==> config.mk <==
export PLATFORM = sky130hd
export DESIGN_NAME = uart_tx_framer
export DESIGN_NICKNAME = d
export VERILOG_FILES = /design/src/rtl/uart_tx_pkg.sv /design/src/rtl/tx_tick_counter.sv /design/src/rtl/tx_parity_calc.sv /design/src/rtl/tx_frame_seq.sv /design/src/rtl/uart_tx_framer.sv
export SDC_FILE = /design/constraint.sdc
export NUM_CORES = 1
export LEC_CHECK = 0
export ABC_AREA = 1
export BUFFER_PORTS_ARGS = -buffer_cell sky130_fd_sc_hd__buf_2
export CORE_UTILIZATION = 57
export CTS_CLUSTER_DIAMETER = 100
export CTS_CLUSTER_SIZE = 8
export DETAILED_ROUTE_END_ITERATION = 8
export GPL_TIMING_DRIVEN = 0
export PLACE_DENSITY_LB_ADDON = 0.08
export SYNTH_ARGS = -nofsm -noshare
export SYNTH_HDL_FRONTEND = slang
export SYNTH_SLANG_ARGS = --single-unit
==> constraint.sdc <==
create_clock -name clk -period 3.2 [get_ports clk]
set_input_delay 0.32 -clock clk [delete_from_list [all_inputs] [get_ports clk]]
set_output_delay 0.32 -clock clk [all_outputs]
set_load 0.02 [all_outputs]
==> src/rtl/uart_tx_pkg.sv <==
`timescale 1ns/1ps
// Shared types and helpers for the UART transmit framer.
// Assumes the control-byte field positions listed in the brief.
package uart_tx_pkg;

    // Which part of the frame is currently on the line.
    typedef enum logic [2:0] {
        PH_IDLE   = 3'd0,
        PH_START  = 3'd1,
        PH_DATA   = 3'd2,
        PH_PARITY = 3'd3,
        PH_STOP   = 3'd4
    } tx_phase_e;

    // Framing fields captured at the start of a character (break excluded).
    typedef struct packed {
        logic       par_force;
        logic       par_even;
        logic       par_on;
        logic       stop_long;
        logic [1:0] len_code;
    } frame_fmt_t;

    // Unpack the framing part of the control byte (bits 5..0).
    function automatic frame_fmt_t unpack_fmt(input logic [5:0] raw);
        frame_fmt_t f;
        f.len_code  = raw[1:0];
        f.stop_long = raw[2];
        f.par_on    = raw[3];
        f.par_even  = raw[4];
        f.par_force = raw[5];
        return f;
    endfunction

    // Number of data bits for a length code: 5 + code.
    function automatic logic [3:0] char_bits(input logic [1:0] code);
        return 4'd5 + {2'b00, code};
    endfunction

endpackage

==> src/rtl/tx_tick_counter.sv <==
`timescale 1ns/1ps
// Counts tick enables within one bit period and flags the last one.
// Assumes limit_i >= 1 and that limit_i stays steady while run_i is high.
module tx_tick_counter #(
    parameter int CNT_W = 6
) (
    input  logic             clk,
    input  logic             rst_n,
    input  logic             run_i,
    input  logic             tick_i,
    input  logic [CNT_W-1:0] limit_i,
    output logic             wrap_o
);

    logic [CNT_W-1:0] cnt_q;

    // The period ends on the tick that brings the count to limit.
    assign wrap_o = run_i && tick_i && (cnt_q == limit_i - CNT_W'(1));

    // Advance on each tick, restart at period end or while stopped.
    always_ff @(posedge clk) begin
        if (!rst_n || !run_i) begin
            cnt_q <= '0;
        end else if (tick_i) begin
            cnt_q <= wrap_o ? '0 : cnt_q + CNT_W'(1);
        end
    end

endmodule

==> src/rtl/tx_parity_calc.sv <==
`timescale 1ns/1ps
// Forms the parity bit for the character being accepted.
// Only the data bits selected by the length code take part.
module tx_parity_calc
    import uart_tx_pkg::*;
#(
    parameter int DATA_W = 8
) (
    input  logic [DATA_W-1:0] data_i,
    input  frame_fmt_t        fmt_i,
    output logic              par_o
);

    localparam int LEN_W = 4;

    logic [LEN_W-1:0]  nbits;
    logic [DATA_W-1:0] sent_bits;
    logic              xor_sent;

    assign nbits = char_bits(fmt_i.len_code);

    // Mask off data bits above the selected length.
    for (genvar i = 0; i < DATA_W; i++) begin : g_mask
        assign sent_bits[i] = data_i[i] & (LEN_W'(i) < nbits);
    end

    assign xor_sent = ^sent_bits;

    // Forced parity is the inverse of the type bit, else odd or even.
    always_comb begin
        if (fmt_i.par_force) begin
            par_o = ~fmt_i.par_even;
        end else if (fmt_i.par_even) begin
            par_o = xor_sent;
        end else begin
            par_o = ~xor_sent;
        end
    end

endmodule

==> src/rtl/tx_frame_seq.sv <==
`timescale 1ns/1ps
// Steps one character through start, data, parity and stop phases.
// Assumes start_i only pulses while idle; data and format are captured then.
module tx_frame_seq
    import uart_tx_pkg::*;
#(
    parameter int OSR    = 16,
    parameter int DATA_W = 8
) (
    input  logic              clk,
    input  logic              rst_n,
    input  logic              tick_i,
    input  logic              start_i,
    input  logic [DATA_W-1:0] data_i,
    input  frame_fmt_t        fmt_i,
    input  logic              par_i,
    output logic              line_o,
    output logic              busy_o
);

    localparam int CNT_W = $clog2(2 * OSR + 1);
    localparam int BL_W  = $clog2(DATA_W);
    localparam logic [CNT_W-1:0] LIM_ONE  = CNT_W'(OSR);
    localparam logic [CNT_W-1:0] LIM_HALF = CNT_W'(OSR + OSR / 2);
    localparam logic [CNT_W-1:0] LIM_TWO  = CNT_W'(2 * OSR);

    tx_phase_e         phase_q;
    logic [DATA_W-1:0] shift_q;
    logic [BL_W-1:0]   left_q;
    frame_fmt_t        fmt_q;
    logic              par_q;
    logic [CNT_W-1:0]  limit;
    logic              wrap;
    logic [3:0]        nbits_in;

    assign busy_o   = (phase_q != PH_IDLE);
    assign nbits_in = char_bits(fmt_i.len_code) - 4'd1;

    // Pick the period length of the current phase.
    always_comb begin
        if (phase_q == PH_STOP) begin
            if (!fmt_q.stop_long) begin
                limit = LIM_ONE;
            end else if (fmt_q.len_code == 2'b00) begin
                limit = LIM_HALF;
            end else begin
                limit = LIM_TWO;
            end
        end else begin
            limit = LIM_ONE;
        end
    end

    tx_tick_counter #(
        .CNT_W (CNT_W)
    ) tick_cnt_i (
        .clk     (clk),
        .rst_n   (rst_n),
        .run_i   (busy_o),
        .tick_i  (tick_i),
        .limit_i (limit),
        .wrap_o  (wrap)
    );

    // Phase sequencing and capture of the character at acceptance.
    always_ff @(posedge clk) begin
        if (!rst_n) begin
            phase_q <= PH_IDLE;
            shift_q <= '0;
            left_q  <= '0;
            fmt_q   <= '0;
            par_q   <= 1'b0;
        end else begin
            unique case (phase_q)
                PH_IDLE: begin
                    if (start_i) begin
                        phase_q <= PH_START;
                        shift_q <= data_i;
                        fmt_q   <= fmt_i;
                        par_q   <= par_i;
                        left_q  <= BL_W'(nbits_in);
                    end
                end
                PH_START: begin
                    if (wrap) phase_q <= PH_DATA;
                end
                PH_DATA: begin
                    if (wrap) begin
                        shift_q <= shift_q >> 1;
                        if (left_q == '0) begin
                            phase_q <= fmt_q.par_on ? PH_PARITY : PH_STOP;
                        end else begin
                            left_q <= left_q - BL_W'(1);
                        end
                    end
                end
                PH_PARITY: begin
                    if (wrap) phase_q <= PH_STOP;
                end
                PH_STOP: begin
                    if (wrap) phase_q <= PH_IDLE;
                end
                default: phase_q <= PH_IDLE;
            endcase
        end
    end

    // Line level for each phase; idle and stop are high.
    always_comb begin
        unique case (phase_q)
            PH_START:  line_o = 1'b0;
            PH_DATA:   line_o = shift_q[0];
            PH_PARITY: line_o = par_q;
            default:   line_o = 1'b1;
        endcase
    end

endmodule

==> src/rtl/uart_tx_framer.sv <==
`timescale 1ns/1ps
// UART transmit framer: one byte per handshake becomes one serial frame.
// Assumes tick16_i is a single-cycle strobe and line_fmt_i comes from a register.
module uart_tx_framer
    import uart_tx_pkg::*;
#(
    parameter int OSR    = 16,
    parameter int DATA_W = 8
) (
    input  logic              clk,
    input  logic              rst_n,
    input  logic              tick16_i,
    input  logic [DATA_W-1:0] data_i,
    input  logic              valid_i,
    output logic              ready_o,
    input  logic [7:0]        line_fmt_i,
    output logic              txd_o,
    output logic              busy_o
);

    localparam int BRK_BIT = 6;

    frame_fmt_t fmt_now;
    logic       par_bit;
    logic       start;
    logic       line;
    logic       unused_fmt_hi;

    assign fmt_now       = unpack_fmt(line_fmt_i[5:0]);
    assign unused_fmt_hi = line_fmt_i[7];
    assign ready_o       = ~busy_o;
    assign start         = valid_i & ready_o;

    tx_parity_calc #(
        .DATA_W (DATA_W)
    ) par_i (
        .data_i (data_i),
        .fmt_i  (fmt_now),
        .par_o  (par_bit)
    );

    tx_frame_seq #(
        .OSR    (OSR),
        .DATA_W (DATA_W)
    ) seq_i (
        .clk     (clk),
        .rst_n   (rst_n),
        .tick_i  (tick16_i),
        .start_i (start),
        .data_i  (data_i),
        .fmt_i   (fmt_now),
        .par_i   (par_bit),
        .line_o  (line),
        .busy_o  (busy_o)
    );

    // Break pulls the line low at once, without touching frame timing.
    assign txd_o = line & ~line_fmt_i[BRK_BIT];

endmodule

Yosys cells after proc, flatten, opt, wreduce, memory -nomap -nowiden:

Index checks and enable logic that the tools add are counted.

* magnitude comparators: 8
* mux-type cells: 22
* $add $sub $neg: 5
* reduce and logical (&&, ||, !) cells: 15
* bitwise operators: 14
* eq/ne operators: 12

Operators with widths (count)
* 3-bit 2-to-1 mux: 10
* 6-bit 2-to-1 mux: 4
* 3-bit by 4-bit less-than comparator with 1-bit output, first input constant: 4
* 8-bit 2-to-1 mux: 2
* 8-bit one-hot mux with 2 select lines: 1
* 3-bit one-hot mux with 5 select lines: 1
* 1-bit AND: 10
* 2-bit != test, second input constant: 5
* 1-bit by 4-bit less-than comparator with 1-bit output, first input constant: 2
* 2-bit by 4-bit less-than comparator with 1-bit output, first input constant: 2
* 8-bit XOR reduction: 1
* 6-bit by 1-bit adder with 6-bit output, second input constant: 1
* 3-bit by 2-bit equality test with 1-bit output, second input constant: 2
* 6-bit equality test: 1
* 3-bit logical NOT: 2
* 3-bit one-hot mux with 2 select lines: 1
* 6-bit AND reduction: 1
* 3-bit by 1-bit subtractor with 3-bit output, second input constant: 2
* 6-bit by 1-bit subtractor with 6-bit output, second input constant: 1
* 3-bit by 2-bit adder with 4-bit output, first input constant: 1
* 2-bit by 1-bit != test with 1-bit output, second input constant: 2
* 1-bit NOT: 4
* 4-bit AND reduction: 1
* 3-bit by 1-bit equality test with 1-bit output, second input constant: 1
* 11 further kinds: 14

* output and inout bits: 3
* bits in registers: 25

Logic depth before layout (Yosys ltp):

* word-level depth: 9
* gate-level depth with buffers: 17
* gate-level depth less buffers: 17

Modules after synthesis:

From an unflattened synthesis, not the netlist that was laid out.

* cell total of the unflattened synthesis: 295
* area total of the unflattened synthesis: 1736.7 um^2

By module, submodules not included
* tx_frame_seq: cells an instance 167, instances 1, area an instance 1038.5 um^2
* tx_tick_counter: cells an instance 85, instances 1, area an instance 498.0 um^2
* tx_parity_calc: cells an instance 38, instances 1, area an instance 176.4 um^2
* uart_tx_framer: cells an instance 5, instances 1, area an instance 23.8 um^2

Worst setup path after synthesis:

Ideal clock, no wire load.

* kind: reg2reg
* start point: register seq_i.phase_q[0]
* end point: register seq_i.shift_q[5]
* stages on the path, launching flop included: 18
* setup time: 0.118 ns
* required time: 3.082 ns
* arrival time: 1.878 ns
* period minus slack after synthesis: 1.996 ns
* setup slack: 1.204 ns
* path buffers: 1
* cell sequence: dfxtp_1 nor2_4 inv_2 nor2_4 inv_1 nor2_1 ha_1 inv_1 nand2_1 nand2_1 nand2_1 nor2_4 nand3_4 nand2_4 nand2_4 buf_6 o21ai_1 a21oi_2

* word-level cells in the longest chain between the ends: 7

RTL lines
* start: declaration: RTL line tx_frame_seq.sv:27 `tx_phase_e phase_q;`
* start signal: assignment: RTL line tx_frame_seq.sv:91 `phase_q <= fmt_q.par_on ? PH_PARITY : PH_STOP;`
* 3-bit equality test: RTL line tx_frame_seq.sv:41 `if (phase_q == PH_STOP) begin`
* 6-bit 2-to-1 mux: RTL line tx_frame_seq.sv:41
* 6-bit by 1-bit subtractor with 6-bit output: RTL line tx_tick_counter.sv:18 `assign wrap_o = run_i && tick_i && (cnt_q == limit_i - CNT_W'(1));`
* 6-bit equality test: RTL line tx_tick_counter.sv:18
* 1-bit logical AND: RTL line tx_tick_counter.sv:18
* 2-bit != test (no source line)
* 3-bit AND reduction (no source line)
* end signal: assignment: RTL line tx_frame_seq.sv:78 `shift_q <= data_i;`
* end signal: assignment: RTL line tx_frame_seq.sv:89 `shift_q <= shift_q >> 1;`
* end: declaration: RTL line tx_frame_seq.sv:28 `logic [DATA_W-1:0] shift_q;`

Several ways; a longest one is shown, not always the timed one.
A chain may end at the register's enable or synchronous reset.

Final worst setup path:

* start point: register seq_i.phase_q[0]
* end point: register seq_i.shift_q[6]

The elaborated chain is that of the path after synthesis.

==> impl_metrics.json <==
{
  "status": "finished, final reports clean",
  "syn_avg_cell_area_um2": 6.50,
  "synth-seq-area-share_pct": 29.7,
  "ff2ff_path_depth": 17,
  "grt_usage_pct": 21.9,
  "vias": 1560,
  "layout.nets": 310,
  "cts_tree": "done",
  "clockBufferDepth": 2,
  "vias_per_cell": 4.97,
  "fin_hold_ws_ns": 0.273,
  "synth_seq_cells": 25,
  "drt_iter0_drc": 48,
  "io_pins": 23,
  "ff2ff_setup_slack_ns": 0.96,
  "grt_max_degree": 16,
  "drcViolationCount": 0,
  "die_area_mm2": 0.00318,
  "post_drt_wl_per_cell_um": 9.83,
  "coreArea_mm2": 0.00278,
  "crit_start": "seq_i.phase_q[0]",
  "synth_cell_types": 29,
  "async_reset_ff_share_pct": 0,
  "start_util_pct": 60.5,
  "fillCellCount": 272,
  "cts_root_buf": "clkbuf_4",
  "gp_congestion": 0.771,
  "syn_area_mm2": 0.00168,
  "drv_slew": 0,
  "yosysWarnings": 0,
  "p_leak_nw": 0.919,
  "ctsHtreeMaxLevel": 1,
  "finalSetupViolCount": 0,
  "max_cap_viol_count": 0,
  "cts_resized": 0,
  "antenna_found_initial": 0,
  "wl_um": 3090,
  "cts.sinks": 25,
  "grt_pass1_wl_um": 5750,
  "tightest_slew_ns": 0.435,
  "ir_drop_uv": 622,
  "synth_edf_count": 0,
  "numCtsBuffers": 3,
  "r2r_start": "seq_i.phase_q[0]",
  "ant_nets": 0,
  "tns_ns": 0,
  "fin_area_mm2": 0.00185,
  "syn_nets": 285,
  "ys.flop_type": "dfxtp_1",
  "synthToLayoutAreaGrowth_pct": 10.0,
  "crit_fanout": 10,
  "min_period_ns": 2.24,
  "place_inst": 310,
  "n_antenna_cell": 0,
  "rsz0062_at_grt": "no",
  "overflow": 0,
  "worstSetupStartpointType": "register",
  "cp-end-kind": "register",
  "portBuffers": 20,
  "worstSetupPathType": "register to register",
  "rows": 19,
  "timing.fmax_mhz": 446,
  "die_w_um": 56.4,
  "cts_hold_buf": 0,
  "clk_latency_ns": 0.32,
  "path_clk_slew_ns": 0.14,
  "grt_pass1_vias": 1443,
  "cellPowerDensity_mw_per_mm2": 814,
  "placed_cell_area_mm2": 0.00182,
  "hold_violations": 0,
  "fin_crit_sh_pct": 70.0,
  "post_cts_buffers": 0,
  "hp-class": "primary input to register",
  "hpwl_um": 2530,
  "layout-drive-gt1-share_pct": 19.1,
  "stdcell_count": 314,
  "r2r_end": "seq_i.shift_q[6]",
  "finalClockSkew_ns": 0.0106,
  "worstPathRequired_ns": 3.43,
  "dieHeight_um": 56.4,
  "crit_arrival_ns": 2.47,
  "dr.pass1.iters": 4,
  "crit_end": "seq_i.shift_q[6]",
  "final_util_pct": 66.6,
  "relSlewSlack_pct": 70.7,
  "synth_cells": 259
}
how the worst min path moves through the flow:
stage / startpoint / to / slack (ns) / depth (start not counted)
6_report: line_fmt_i[4] / seq_i.par_q / 0.27 / 4
5_1_grt: data_i[7] / seq_i.shift_q[7] / 0.27 / 3
4_1_cts: line_fmt_i[4] / seq_i.par_q / 0.27 / 4
3_5_place_dp: seq_i.shift_q[4] / seq_i.shift_q[4] / 0.44 / 2
3_3_place_gp: seq_i.fmt_q[0] / seq_i.fmt_q[0] / 0.44 / 2
2_1_floorplan: seq_i.shift_q[1] / seq_i.shift_q[1] / 0.42 / 2
worst max-delay path: stages, from the launching register on:
cell     delay (ns)
dfxtp_1        0.41
nor2_4         0.18
inv_2          0.06
nor2_4         0.10
inv_1          0.06
nor2_1         0.11
ha_1           0.26
inv_1          0.06
nand2_1        0.05
nand2_1        0.05
nand2_1        0.09
nor2_4         0.11
nand3_4        0.12
nand2_4        0.10
nand2_4        0.06
buf_6          0.14
o21ai_1        0.16
a21oi_2        0.04
cell families (layout without fill, tap and decap cells):
kind of cell	Yosys count	count (layout)	share of synthesized area, %
DFF	25	25	29.7
and+or+nand+nor	124	124	35.4
xor gates and xnor gates	3	3	1.56
adders and majority gates	6	6	4.46
AOI/OAI and AO/OA	45	45	15.3
buffers and inverters	56	80	13.5
cell usage in the layout (no fill, tap or decap):
cell / synthesis / layout
nand2_1: 62 / 62
inv_1: 47 / 47
nor2_1: 25 / 25
dfxtp_1: 25 / 25
buf_2: 1 / 21
o21ai_0: 19 / 19
a21oi_1: 16 / 16
nand3_1: 14 / 14
nand2_2: 6 / 6
ha_1: 6 / 6
nor2_4: 5 / 5
nand2_4: 4 / 4
a21oi_2: 4 / 4
inv_2: 3 / 3
clkbuf_4: 0 / 3
buf_6: 2 / 2
a31oi_1: 2 / 2
clkbuf_1: 2 / 2
o21ai_1: 2 / 2
xor2_1: 2 / 2
nor3_1: 2 / 2
nand4_1: 2 / 2
clkinv_2: 1 / 1
nand3_4: 1 / 1
a21oi_4: 1 / 1
nand3b_1: 1 / 1
o21ai_2: 1 / 1
xnor2_1: 1 / 1
nor2_2: 1 / 1
nor3b_1: 1 / 1
clkinvlp_4: 0 / 1
stage by stage:
step,total power [W],worst slack [ns]
6_report,0.00151,0.958
5_1_grt,0.00166,0.754
4_1_cts,0.00152,0.940
3_5_place_dp,0.00137,0.954
3_3_place_gp,0.00136,1.03
2_1_floorplan,0.00120,1.20
layout make-up:
type	instances	area, um^2	share of cell area (%)
plain buffers	5	35.0	1.89
clock buffers	3	22.5	1.22
clock inverters	1	7.51	0.405
inverters	51	193	10.4
multi-input cells	178	956	51.6
flip-flops and latches	25	500	27.0
well taps	31	38.8	2.09
repair buffers	20	100	5.40
where the power goes:
part	switching [W]	internal [W]	leakage [nW]
clock network	0.0000953	0.0000476	0.0139
logic	0.000579	0.000321	0.699
registers	0.0000565	0.000409	0.206
total	0.000730	0.000778	0.919
registers in the layout, summed over array words and instances, names as in the netlist:
register and flops:
seq_i.shift_q 8, seq_i.fmt_q 4, seq_i.phase_q 3, seq_i.tick_cnt_i.cnt_q 6, seq_i.left_q 3, seq_i.par_q 1
routing by layer:
layer  GRT usage [%]  share of wire, %  vias up
li1                -                 -      850
met1            28.6                52      683
met2            38.9                45       23
met4            5.23              0.91        0
met5               0                 0        -
met3            2.07               2.1        4
cells in the mapped netlist, drive strengths merged (3+ instances only):
| cell type | instances | area share (%) |
|---|---|---|
| inv | 50 | 11 |
| buf | 3 | 1.6 |
| nand3 | 15 | 5.2 |
| a21oi | 21 | 7.8 |
| dfxtp | 25 | 30 |
| nand2 | 72 | 19 |
| o21ai | 22 | 6.8 |
| ha | 6 | 4.5 |
| nor2 | 31 | 9.3 |
Power figures use the tool's default switching activity.
